<file path="src/rtl/i2c_slv_pkg.sv">
package i2c_slv_pkg;
  localparam int BYTE_W = 8;
  localparam logic [BYTE_W-1:0] GC_CMD_RESET = 8'h06;

  typedef enum logic [2:0] {
    ST_IDLE,     // ignore the bus until START
    ST_RX,       // shifting in a byte
    ST_DECIDE,   // 8 bits in, waiting for SCL fall to act
    ST_STRETCH,  // SCL held low, strobe pending
    ST_ACK,      // ACK driven, waiting for SCL rise
    ST_ACK_END,  // ACK driven, waiting for SCL fall
    ST_TX        // shifting out a read byte
  } slv_state_t;

  typedef enum logic [2:0] {
    K_DEV,    // device address byte
    K_PTR,    // register pointer byte
    K_WDATA,  // write data byte
    K_GC,     // general-call command byte
    K_DONE    // transaction complete, no more bytes accepted
  } byte_kind_t;
endpackage

</file>
<file path="src/rtl/i2c_line_sync.sv">
module i2c_line_sync #(
  parameter int STAGES = 2
) (
  input  logic clk,
  input  logic rst,
  input  logic scl_i,
  input  logic sda_i,
  output logic scl_s,
  output logic sda_s,
  output logic scl_rise,
  output logic scl_fall,
  output logic start_det,
  output logic stop_det
);
  logic [STAGES-1:0] scl_pipe, sda_pipe;
  logic scl_q, sda_q;

  always_ff @(posedge clk) begin
    if (rst) begin
      scl_pipe <= '1;
      sda_pipe <= '1;
      scl_q    <= 1'b1;
      sda_q    <= 1'b1;
    end else begin
      scl_pipe <= {scl_pipe[STAGES-2:0], scl_i};
      sda_pipe <= {sda_pipe[STAGES-2:0], sda_i};
      scl_q    <= scl_pipe[STAGES-1];
      sda_q    <= sda_pipe[STAGES-1];
    end
  end

  assign scl_s     = scl_pipe[STAGES-1];
  assign sda_s     = sda_pipe[STAGES-1];
  assign scl_rise  = scl_s & ~scl_q;
  assign scl_fall  = ~scl_s & scl_q;
  // SDA edges while SCL stays high frame a transaction
  assign start_det = scl_s & scl_q & sda_q & ~sda_s;
  assign stop_det  = scl_s & scl_q & ~sda_q & sda_s;
endmodule

</file>
<file path="src/rtl/i2c_slave_fsm.sv">
module i2c_slave_fsm
  import i2c_slv_pkg::*;
#(
  parameter logic [6:0] DEV_ADDR = 7'b1001000,
  parameter int         AW       = 8
) (
  input  logic              clk,
  input  logic              rst,
  input  logic              scl_s,
  input  logic              sda_s,
  input  logic              scl_rise,
  input  logic              scl_fall,
  input  logic              start_det,
  input  logic              stop_det,
  output logic              sda_oe,
  output logic              scl_oe,
  output logic [AW-1:0]     reg_addr,
  output logic [BYTE_W-1:0] reg_wdata,
  output logic              reg_we,
  output logic              reg_re,
  input  logic [BYTE_W-1:0] reg_rdata,
  input  logic              reg_ready,
  output logic              gc_reset
);
  slv_state_t        state;
  byte_kind_t        kind;
  logic [BYTE_W-1:0] shreg;
  logic [2:0]        bitcnt;
  logic              tx_next;

  always_ff @(posedge clk) begin
    if (rst) begin
      state     <= ST_IDLE;
      kind      <= K_DEV;
      shreg     <= '0;
      bitcnt    <= '0;
      tx_next   <= 1'b0;
      sda_oe    <= 1'b0;
      scl_oe    <= 1'b0;
      reg_addr  <= '0;
      reg_wdata <= '0;
      reg_we    <= 1'b0;
      reg_re    <= 1'b0;
      gc_reset  <= 1'b0;
    end else begin
      gc_reset <= 1'b0;
      if (start_det) begin
        state   <= ST_RX;
        kind    <= K_DEV;
        bitcnt  <= '0;
        tx_next <= 1'b0;
        sda_oe  <= 1'b0;
        scl_oe  <= 1'b0;
        reg_we  <= 1'b0;
        reg_re  <= 1'b0;
      end else if (stop_det) begin
        state   <= ST_IDLE;
        tx_next <= 1'b0;
        sda_oe  <= 1'b0;
        scl_oe  <= 1'b0;
        reg_we  <= 1'b0;
        reg_re  <= 1'b0;
      end else begin
        case (state)
          ST_RX: if (scl_rise) begin
            shreg  <= {shreg[BYTE_W-2:0], sda_s};
            bitcnt <= bitcnt + 3'd1;
            if (bitcnt == 3'd7) state <= ST_DECIDE;
          end
          ST_DECIDE: if (scl_fall) begin
            case (kind)
              K_DEV: begin
                if (shreg[7:1] == DEV_ADDR) begin
                  if (shreg[0]) begin
                    reg_re  <= 1'b1;
                    scl_oe  <= 1'b1;
                    tx_next <= 1'b1;
                    state   <= ST_STRETCH;
                  end else begin
                    sda_oe <= 1'b1;
                    kind   <= K_PTR;
                    state  <= ST_ACK;
                  end
                end else if (shreg == 8'h00) begin
                  sda_oe <= 1'b1;
                  kind   <= K_GC;
                  state  <= ST_ACK;
                end else begin
                  state <= ST_IDLE;
                end
              end
              K_PTR: begin
                reg_addr <= shreg[AW-1:0];
                sda_oe   <= 1'b1;
                kind     <= K_WDATA;
                state    <= ST_ACK;
              end
              K_WDATA: begin
                reg_wdata <= shreg;
                reg_we    <= 1'b1;
                scl_oe    <= 1'b1;
                state     <= ST_STRETCH;
              end
              K_GC: begin
                if (shreg == GC_CMD_RESET) begin
                  sda_oe   <= 1'b1;
                  gc_reset <= 1'b1;
                  kind     <= K_DONE;
                  state    <= ST_ACK;
                end else begin
                  state <= ST_IDLE;
                end
              end
              default: state <= ST_IDLE;
            endcase
          end
          ST_STRETCH: if (reg_ready) begin
            if (reg_re) shreg <= reg_rdata;
            reg_we <= 1'b0;
            reg_re <= 1'b0;
            scl_oe <= 1'b0;
            sda_oe <= 1'b1;
            kind   <= K_DONE;
            state  <= ST_ACK;
          end
          ST_ACK: if (scl_rise) state <= ST_ACK_END;
          ST_ACK_END: if (scl_fall) begin
            bitcnt <= '0;
            if (tx_next) begin
              sda_oe <= ~shreg[7];
              state  <= ST_TX;
            end else begin
              sda_oe <= 1'b0;
              state  <= (kind == K_DONE) ? ST_IDLE : ST_RX;
            end
          end
          ST_TX: if (scl_fall) begin
            bitcnt <= bitcnt + 3'd1;
            if (bitcnt == 3'd7) begin
              sda_oe  <= 1'b0;
              tx_next <= 1'b0;
              state   <= ST_IDLE;
            end else begin
              sda_oe <= ~shreg[6];
              shreg  <= {shreg[BYTE_W-2:0], 1'b0};
            end
          end
          default: ;
        endcase
      end
    end
  end


  strobe_excl_chk: assert property (@(posedge clk) disable iff (rst)
    !(reg_we && reg_re));

  strobe_hold_chk: assert property (@(posedge clk) disable iff (rst)
    ((reg_we || reg_re) && !reg_ready) |=>
      ((reg_we || reg_re) && $stable(reg_addr) && $stable(reg_wdata)));

  stretch_release_chk: assert property (@(posedge clk) disable iff (rst)
    $fell(scl_oe) |-> $past(reg_ready));

  stretch_needs_req_chk: assert property (@(posedge clk) disable iff (rst)
    scl_oe |-> (reg_we || reg_re));

  gc_single_pulse_chk: assert property (@(posedge clk) disable iff (rst)
    gc_reset |=> !gc_reset);

  sda_pull_scl_low_chk: assert property (@(posedge clk) disable iff (rst)
    $rose(sda_oe) |-> !scl_s);
endmodule

</file>
<file path="src/rtl/i2c_reg_slave.sv">
module i2c_reg_slave #(
  parameter logic [6:0] DEV_ADDR    = 7'b1001000,
  parameter int         AW          = 8,
  parameter int         SYNC_STAGES = 2
) (
  input  logic          clk,
  input  logic          rst,
  input  logic          scl_i,
  input  logic          sda_i,
  output logic          scl_oe,
  output logic          sda_oe,
  output logic [AW-1:0] reg_addr,
  output logic [7:0]    reg_wdata,
  output logic          reg_we,
  output logic          reg_re,
  input  logic [7:0]    reg_rdata,
  input  logic          reg_ready,
  output logic          gc_reset
);
  logic scl_s, sda_s, scl_rise, scl_fall, start_det, stop_det;

  // selectable device addresses share the upper four bits
  initial begin
    dev_addr_range_chk: assert (DEV_ADDR[6:3] == 4'b1001)
      else $error("DEV_ADDR outside 1001000..1001111");
  end

  i2c_line_sync #(.STAGES(SYNC_STAGES)) u_sync (
    .clk       (clk),
    .rst       (rst),
    .scl_i     (scl_i),
    .sda_i     (sda_i),
    .scl_s     (scl_s),
    .sda_s     (sda_s),
    .scl_rise  (scl_rise),
    .scl_fall  (scl_fall),
    .start_det (start_det),
    .stop_det  (stop_det)
  );

  i2c_slave_fsm #(.DEV_ADDR(DEV_ADDR), .AW(AW)) u_fsm (
    .clk       (clk),
    .rst       (rst),
    .scl_s     (scl_s),
    .sda_s     (sda_s),
    .scl_rise  (scl_rise),
    .scl_fall  (scl_fall),
    .start_det (start_det),
    .stop_det  (stop_det),
    .sda_oe    (sda_oe),
    .scl_oe    (scl_oe),
    .reg_addr  (reg_addr),
    .reg_wdata (reg_wdata),
    .reg_we    (reg_we),
    .reg_re    (reg_re),
    .reg_rdata (reg_rdata),
    .reg_ready (reg_ready),
    .gc_reset  (gc_reset)
  );
endmodule

</file>
<file path="config.mk">
export PLATFORM = sky130hd
export DESIGN_NAME = i2c_reg_slave
export DESIGN_NICKNAME = d
export VERILOG_FILES = /design/src/rtl/i2c_slv_pkg.sv /design/src/rtl/i2c_line_sync.sv /design/src/rtl/i2c_slave_fsm.sv /design/src/rtl/i2c_reg_slave.sv
export SDC_FILE = /design/constraint.sdc
export NUM_CORES = 1
export LEC_CHECK = 0
export ABC_CLOCK_PERIOD_IN_PS = 5500
export CAP_MARGIN = 20
export CORE_MARGIN = 2
export CORE_UTILIZATION = 50
export DETAILED_ROUTE_END_ITERATION = 10
export PLACE_DENSITY = 0.79
export SKIP_CTS_REPAIR_TIMING = 1
export SYNTH_ARGS = -nofsm -noshare
export SYNTH_HDL_FRONTEND = slang
export SYNTH_SLANG_ARGS = --single-unit
export TNS_END_PERCENT = 1
</file>
<file path="constraint.sdc">
create_clock -name clk -period 5.5 [get_ports clk]
set_input_delay 0.825 -clock clk [delete_from_list [all_inputs] [get_ports clk]]
set_output_delay 0.825 -clock clk [all_outputs]
set_load 0.01 [all_outputs]
</file>
# After elaboration in Yosys (flattened, before gate mapping)
# Cells that the tools add are included.
[word_totals] register_bits=45 elab_cells=165
[op_classes] addsub=1 n_eq_ne=42 muxes=63 bitwise_logic=18 n_reduce_logical=24
[ops] op="$mux W3" count=21
[ops] op="$mux W8" count=5
[ops] op="$ne A4 B4 Y1 const B" count=7
[ops] op="$reduce_and A9 Y1" count=3
[ops] op="$mux W1" count=24
[ops] op="$pmux W8 S3" count=1
[ops] op="$ne A2 B2 Y1 const B" count=9
[ops] op="$pmux W3 S3" count=2
[ops] op="$pmux W3 S6" count=1
[ops] op="$reduce_and A8 Y1" count=2
[ops] op="$eq A3 B3 Y1 const B" count=5
[ops] op="$reduce_and A5 Y1" count=3
[ops] op="$eq A3 B2 Y1 const B" count=4
[ops] op="$ne A4 B3 Y1 const B" count=3
[ops] op="$pmux W3 S4" count=1
[ops] op="$reduce_and A6 Y1" count=2
[ops] op="$not A1 Y1" count=11
[ops] op="$ne A2 B1 Y1 const B" count=5
[ops] op="$pmux W1 S2" count=5
[ops] op="$ne A3 B2 Y1 const B" count=3
[ops] op="$eq A8 B3 Y1 const B" count=1
[ops] op="$logic_not A8 Y1" count=1
[ops] op="$reduce_bool A8 Y1" count=1
[ops] op="$and A1 B1 Y1" count=7
[ops] op="18 further kinds" count=21

# Logic depth before layout (Yosys ltp)
[depth] ltp_word=8 mapped_depth=8 ltp_nobuf=7

# Hierarchy
# A second synthesis with hierarchy kept.
[unflattened] hier_cells=265 hier_area_um2=2418.6
[modules_own_cells] module="i2c_slave_fsm" n_inst=1 cells_each=249 area_per_inst_um2=2228.4 seq_area_each_um2=780.7
[modules_own_cells] module="i2c_line_sync" n_inst=1 cells_each=16 area_per_inst_um2=190.2 seq_area_each_um2=120.1

# Worst setup path before layout
# Ideal clock, no wire load.
[synth_timing] path_type="input -> register" start="in reg_ready" end="reg u_fsm.kind[1]" arrival_time_ns=1.632 setup_slack_ns=3.751 cell_stages=5 path_buffers=0 cell_sequence="and2_1 -> o21ai_1 -> nor2b_1 -> and2_4 -> a32o_1"
[synth_via] elab_chain_cells=2
[synth_rtl] item="from (decl)" line_no="i2c_reg_slave.sv:17" text="input logic reg_ready,"
[synth_rtl] item="$ne A2 B2 Y1 (no line)"
[synth_rtl] item="$reduce_and A8 Y1 (no line)"
[synth_rtl] item="to (signal assigned)" line_no="i2c_slave_fsm.sv:34" text="kind <= K_DEV;"
[synth_rtl] item="to (signal assigned)" line_no="i2c_slave_fsm.sv:49" text="kind <= K_DEV;"
[synth_rtl] item="to (signal assigned)" line_no="i2c_slave_fsm.sv:81" text="kind <= K_PTR;"
[synth_rtl] item="to (decl)" line_no="i2c_slave_fsm.sv:26" text="byte_kind_t kind;"
# Every way passes these cells.
# A chain may end at the register's enable or synchronous reset.

# Final worst setup path
[layout_timing] start="reg u_fsm.state[1]" end="reg u_fsm.reg_addr[1]"
[layout_via] elab_chain_cells=2
[layout_rtl] item="from (decl)" line_no="i2c_slave_fsm.sv:25" text="slv_state_t state;"
[layout_rtl] item="from (signal assigned)" line_no="i2c_slave_fsm.sv:134" text="state <= (kind == K_DONE) ? ST_IDLE : ST_RX;"
[layout_rtl] item="$eq A3 B2 Y1" line_no="i2c_slave_fsm.sv:64" text="case (state)"
[layout_rtl] item="$reduce_and A5 Y1 (no line)"
[layout_rtl] item="to (signal assigned)" line_no="i2c_slave_fsm.sv:93" text="reg_addr <= shreg[AW-1:0];"
[layout_rtl] item="to (decl)" line_no="i2c_slave_fsm.sv:17" text="output logic [AW-1:0] reg_addr,"
# Every way passes these cells.

==> run metrics <==
CTS Sinks 45; Via-to-Cell Ratio 5.885; relative max-transition margin 0.5019; number of DRC markers in iteration 0 approximately 160; data required time at the worst endpoint ~5.7 ns; class of the most critical hold timing path reg2reg; synth unique cells 56; number of input and output port buffers inserted 33; post-detailed-route DRC marker count 0; power density normalized to cell area 234.3 mW/mm^2; sw frac 0.2057; average footprint of a synthesized cell 8.926 sq um; internal power consumption roughly 530 uW; Std-Cell Rows 25; post-place instance area 0.002695 sq mm; routed via count around 2,000; count of maximum capacitance violations 0; design area 0.002829 sq mm; critical path data arrival time roughly 2.4 ns; unrepaired setup endpoints after global routing no; relative area change from synthesis to final layout 18.25%; number of endpoints failing setup at the final stage 0; buffer type at the clock tree root sky130_fd_sc_hd__clkbuf_8; final routed wire length divided by cell count 15.50 um; remaining antenna violation count after routing 0; Worst Path Max Fanout 17; global-route usage over all layers 0.2154; Post-Syn Nets 283; clock-pin slew reported for the worst setup and hold paths after clock tree synthesis 0.08 ns; fraction of power consumed by the clock network 0.442; GRT overflow 0; die outline area 0.005354 sq mm; wire length reported by the detailed router about 5.4 mm; CTS tree built; final setup margin between 3 and 4 ns; GP Congestion 0.9811; sequential share of the synthesized area 0.3766; Yosys warnings 0; nature of the critical path startpoint flip-flop; area of the mapped netlist 0.002392 sq mm; Max Clk Rate between 400 and 500 MHz; critical path class reg2reg; count of boundary I/O pins 34; via count of the first global-routing pass 1,902; Post-DP HPWL 3.786 mm; clock network latency to the later pin of the worst-skew pair 0.30 ns; dpl cells between 300 and 400; minimum setup slack after placement 3.087 ns; leading register cell type out of synthesis sky130_fd_sc_hd__dfxtp_1; fraction of power consumed by sequential logic 0.504; final net count 307; Die Y 73.17 um; number of synthesized register bits 45; fraction of synthesis flops using an asynchronous set or reset pin 0; Core Box Area around 0.0047 sq mm; worst hold slack across all endpoints between 0.4 and 0.5 ns; most common cell after layout, fill and taps aside sky130_fd_sc_hd__dfxtp_1; Peak supply drop 0.1657 mV; part of the total power dissipated in combinational logic 0.054; number of buffers added by the clock tree synthesis step 5; number of buffers on the longest clock path 2; wire length of the first global-routing pass 8.963 mm; htree depth 2; fraction of final layout cells sized beyond drive strength 1 0.1126; die width 73.17 um; run status complete, no violations; post-layout min period 2.179 ns; initial antenna violation count 0; leakage power 0.001163 uW; initial core utilization 0.5133; DR pass1 iterations 4; Net Switching 136.3 uW; Final Max Slew Viols 0; Critical Path End Type flip-flop; commonest cells after routing, fill and taps aside sky130_fd_sc_hd__dfxtp_1, sky130_fd_sc_hd__nor2_1, sky130_fd_sc_hd__clkdlybuf4s50_1; final setup TNS 0 ns; final cycle utilization of the critical path 0.3962; final non-filler cell total 347; number of antenna diodes 0; clk_skew around 0.0066 ns; Least-Margin Pin Slew 0.7462 ns; Post-synth EDFFs 0; Post-Syn Instances 268; largest net degree at the start of global routing 35; count of endpoints failing hold in the final timing report 0
stage by stage:
stage	power (uW)	utilization
floorplan	364.8	-
global placement	377.3	0.5783
detailed placement	377.1	0.5783
CTS	668.8	0.6070
global route	684.9	0.6070
finish	662.9	0.6070
area by class of cell:
class / instances / area (sq um)
fillers: 398 / 1832
multi-input cells: 200 / 1366
well taps: 54 / 67.56
repair buffers: 34 / 337.8
inverters: 6 / 22.52
flip-flops and latches: 45 / 900.9
clock inverters: 3 / 65.06
clock buffers: 5 / 68.82
power by group through the flow:
stage / Sequential, uW / Combinational [uW] / Clock, uW
floorplan: 338 / 27.0 / 0
global placement: 342 / 35.5 / 0
detailed placement: 342 / 35.4 / 0
CTS: 334 / 35.7 / 299
global route: 335 / 39.0 / 311
finish: 334 / 36.0 / 293
cells by family after synthesis:
kind of cell               after synthesis  share of synthesized area
adders and majority gates                2                    0.01046
muxes                                   30                     0.1287
AOI/OAI and AO/OA                       56                     0.1716
DFF                                     45                     0.3766
and+or+nand+nor                        111                     0.2568
xor gates and xnor gates                 1                   0.003662
buffers and inverters                   23                    0.05230
registers in the layout (all words and copies together) (netlist names), 2 cells and up:
signal	count
u_fsm.kind	3
u_fsm.bitcnt	3
u_fsm.reg_addr	8
u_sync.sda_pipe	2
u_fsm.shreg	8
u_sync.scl_pipe	2
u_fsm.reg_wdata	8
u_fsm.state	3
cell usage after synthesis (3+ instances only):
library cell | number | area share
sky130_fd_sc_hd__inv_1 | 6 | 0.0094
sky130_fd_sc_hd__nor2_1 | 37 | 0.058
sky130_fd_sc_hd__nand2_1 | 14 | 0.022
sky130_fd_sc_hd__nand2b_1 | 5 | 0.013
sky130_fd_sc_hd__buf_6 | 3 | 0.014
sky130_fd_sc_hd__nor2b_1 | 8 | 0.021
sky130_fd_sc_hd__a21oi_1 | 13 | 0.027
sky130_fd_sc_hd__a311oi_1 | 3 | 0.011
sky130_fd_sc_hd__nor3_1 | 3 | 0.0063
sky130_fd_sc_hd__o21ai_0 | 9 | 0.019
sky130_fd_sc_hd__clkbuf_1 | 5 | 0.0078
sky130_fd_sc_hd__o22ai_1 | 3 | 0.0078
sky130_fd_sc_hd__and3_1 | 3 | 0.0078
sky130_fd_sc_hd__nand3_1 | 7 | 0.015
sky130_fd_sc_hd__or2_2 | 8 | 0.021
sky130_fd_sc_hd__dfxtp_1 | 45 | 0.38
sky130_fd_sc_hd__mux2i_1 | 24 | 0.10
sky130_fd_sc_hd__buf_2 | 7 | 0.015
sky130_fd_sc_hd__mux2_2 | 6 | 0.028
sky130_fd_sc_hd__nand4_1 | 5 | 0.013
sky130_fd_sc_hd__o211ai_1 | 4 | 0.013
sky130_fd_sc_hd__o21ai_1 | 4 | 0.0084
critical path, stage by stage, from the launching register on:
cell,delay [ns]
sky130_fd_sc_hd__dfxtp_1,0.65
sky130_fd_sc_hd__nor3b_4,0.47
sky130_fd_sc_hd__nand4b_1,0.55
sky130_fd_sc_hd__mux2i_1,0.33
sky130_fd_sc_hd__nor2_1,0.06
layer usage:
layer,share of wire,track usage,routed length (um)
met1,0.46,0.2938,2458
met5,0,0,0
met3,0.065,0.04558,351
met2,0.46,0.3403,2485
met4,0.015,0.06790,82
worst paths after layout:
path	from	endpoint	slack, ns	depth (start not counted)
worst max-delay path	u_fsm.state[1]	u_fsm.reg_addr[1]	3.32	4
worst min-delay path	u_sync.sda_pipe[0]	u_sync.sda_pipe[1]	0.41	1
worst max register to register	u_fsm.state[1]	u_fsm.reg_addr[1]	3.32	4
worst min register to register	u_sync.sda_pipe[0]	u_sync.sda_pipe[1]	0.41	1
No activity file was read; power rests on OpenSTA's default activity.
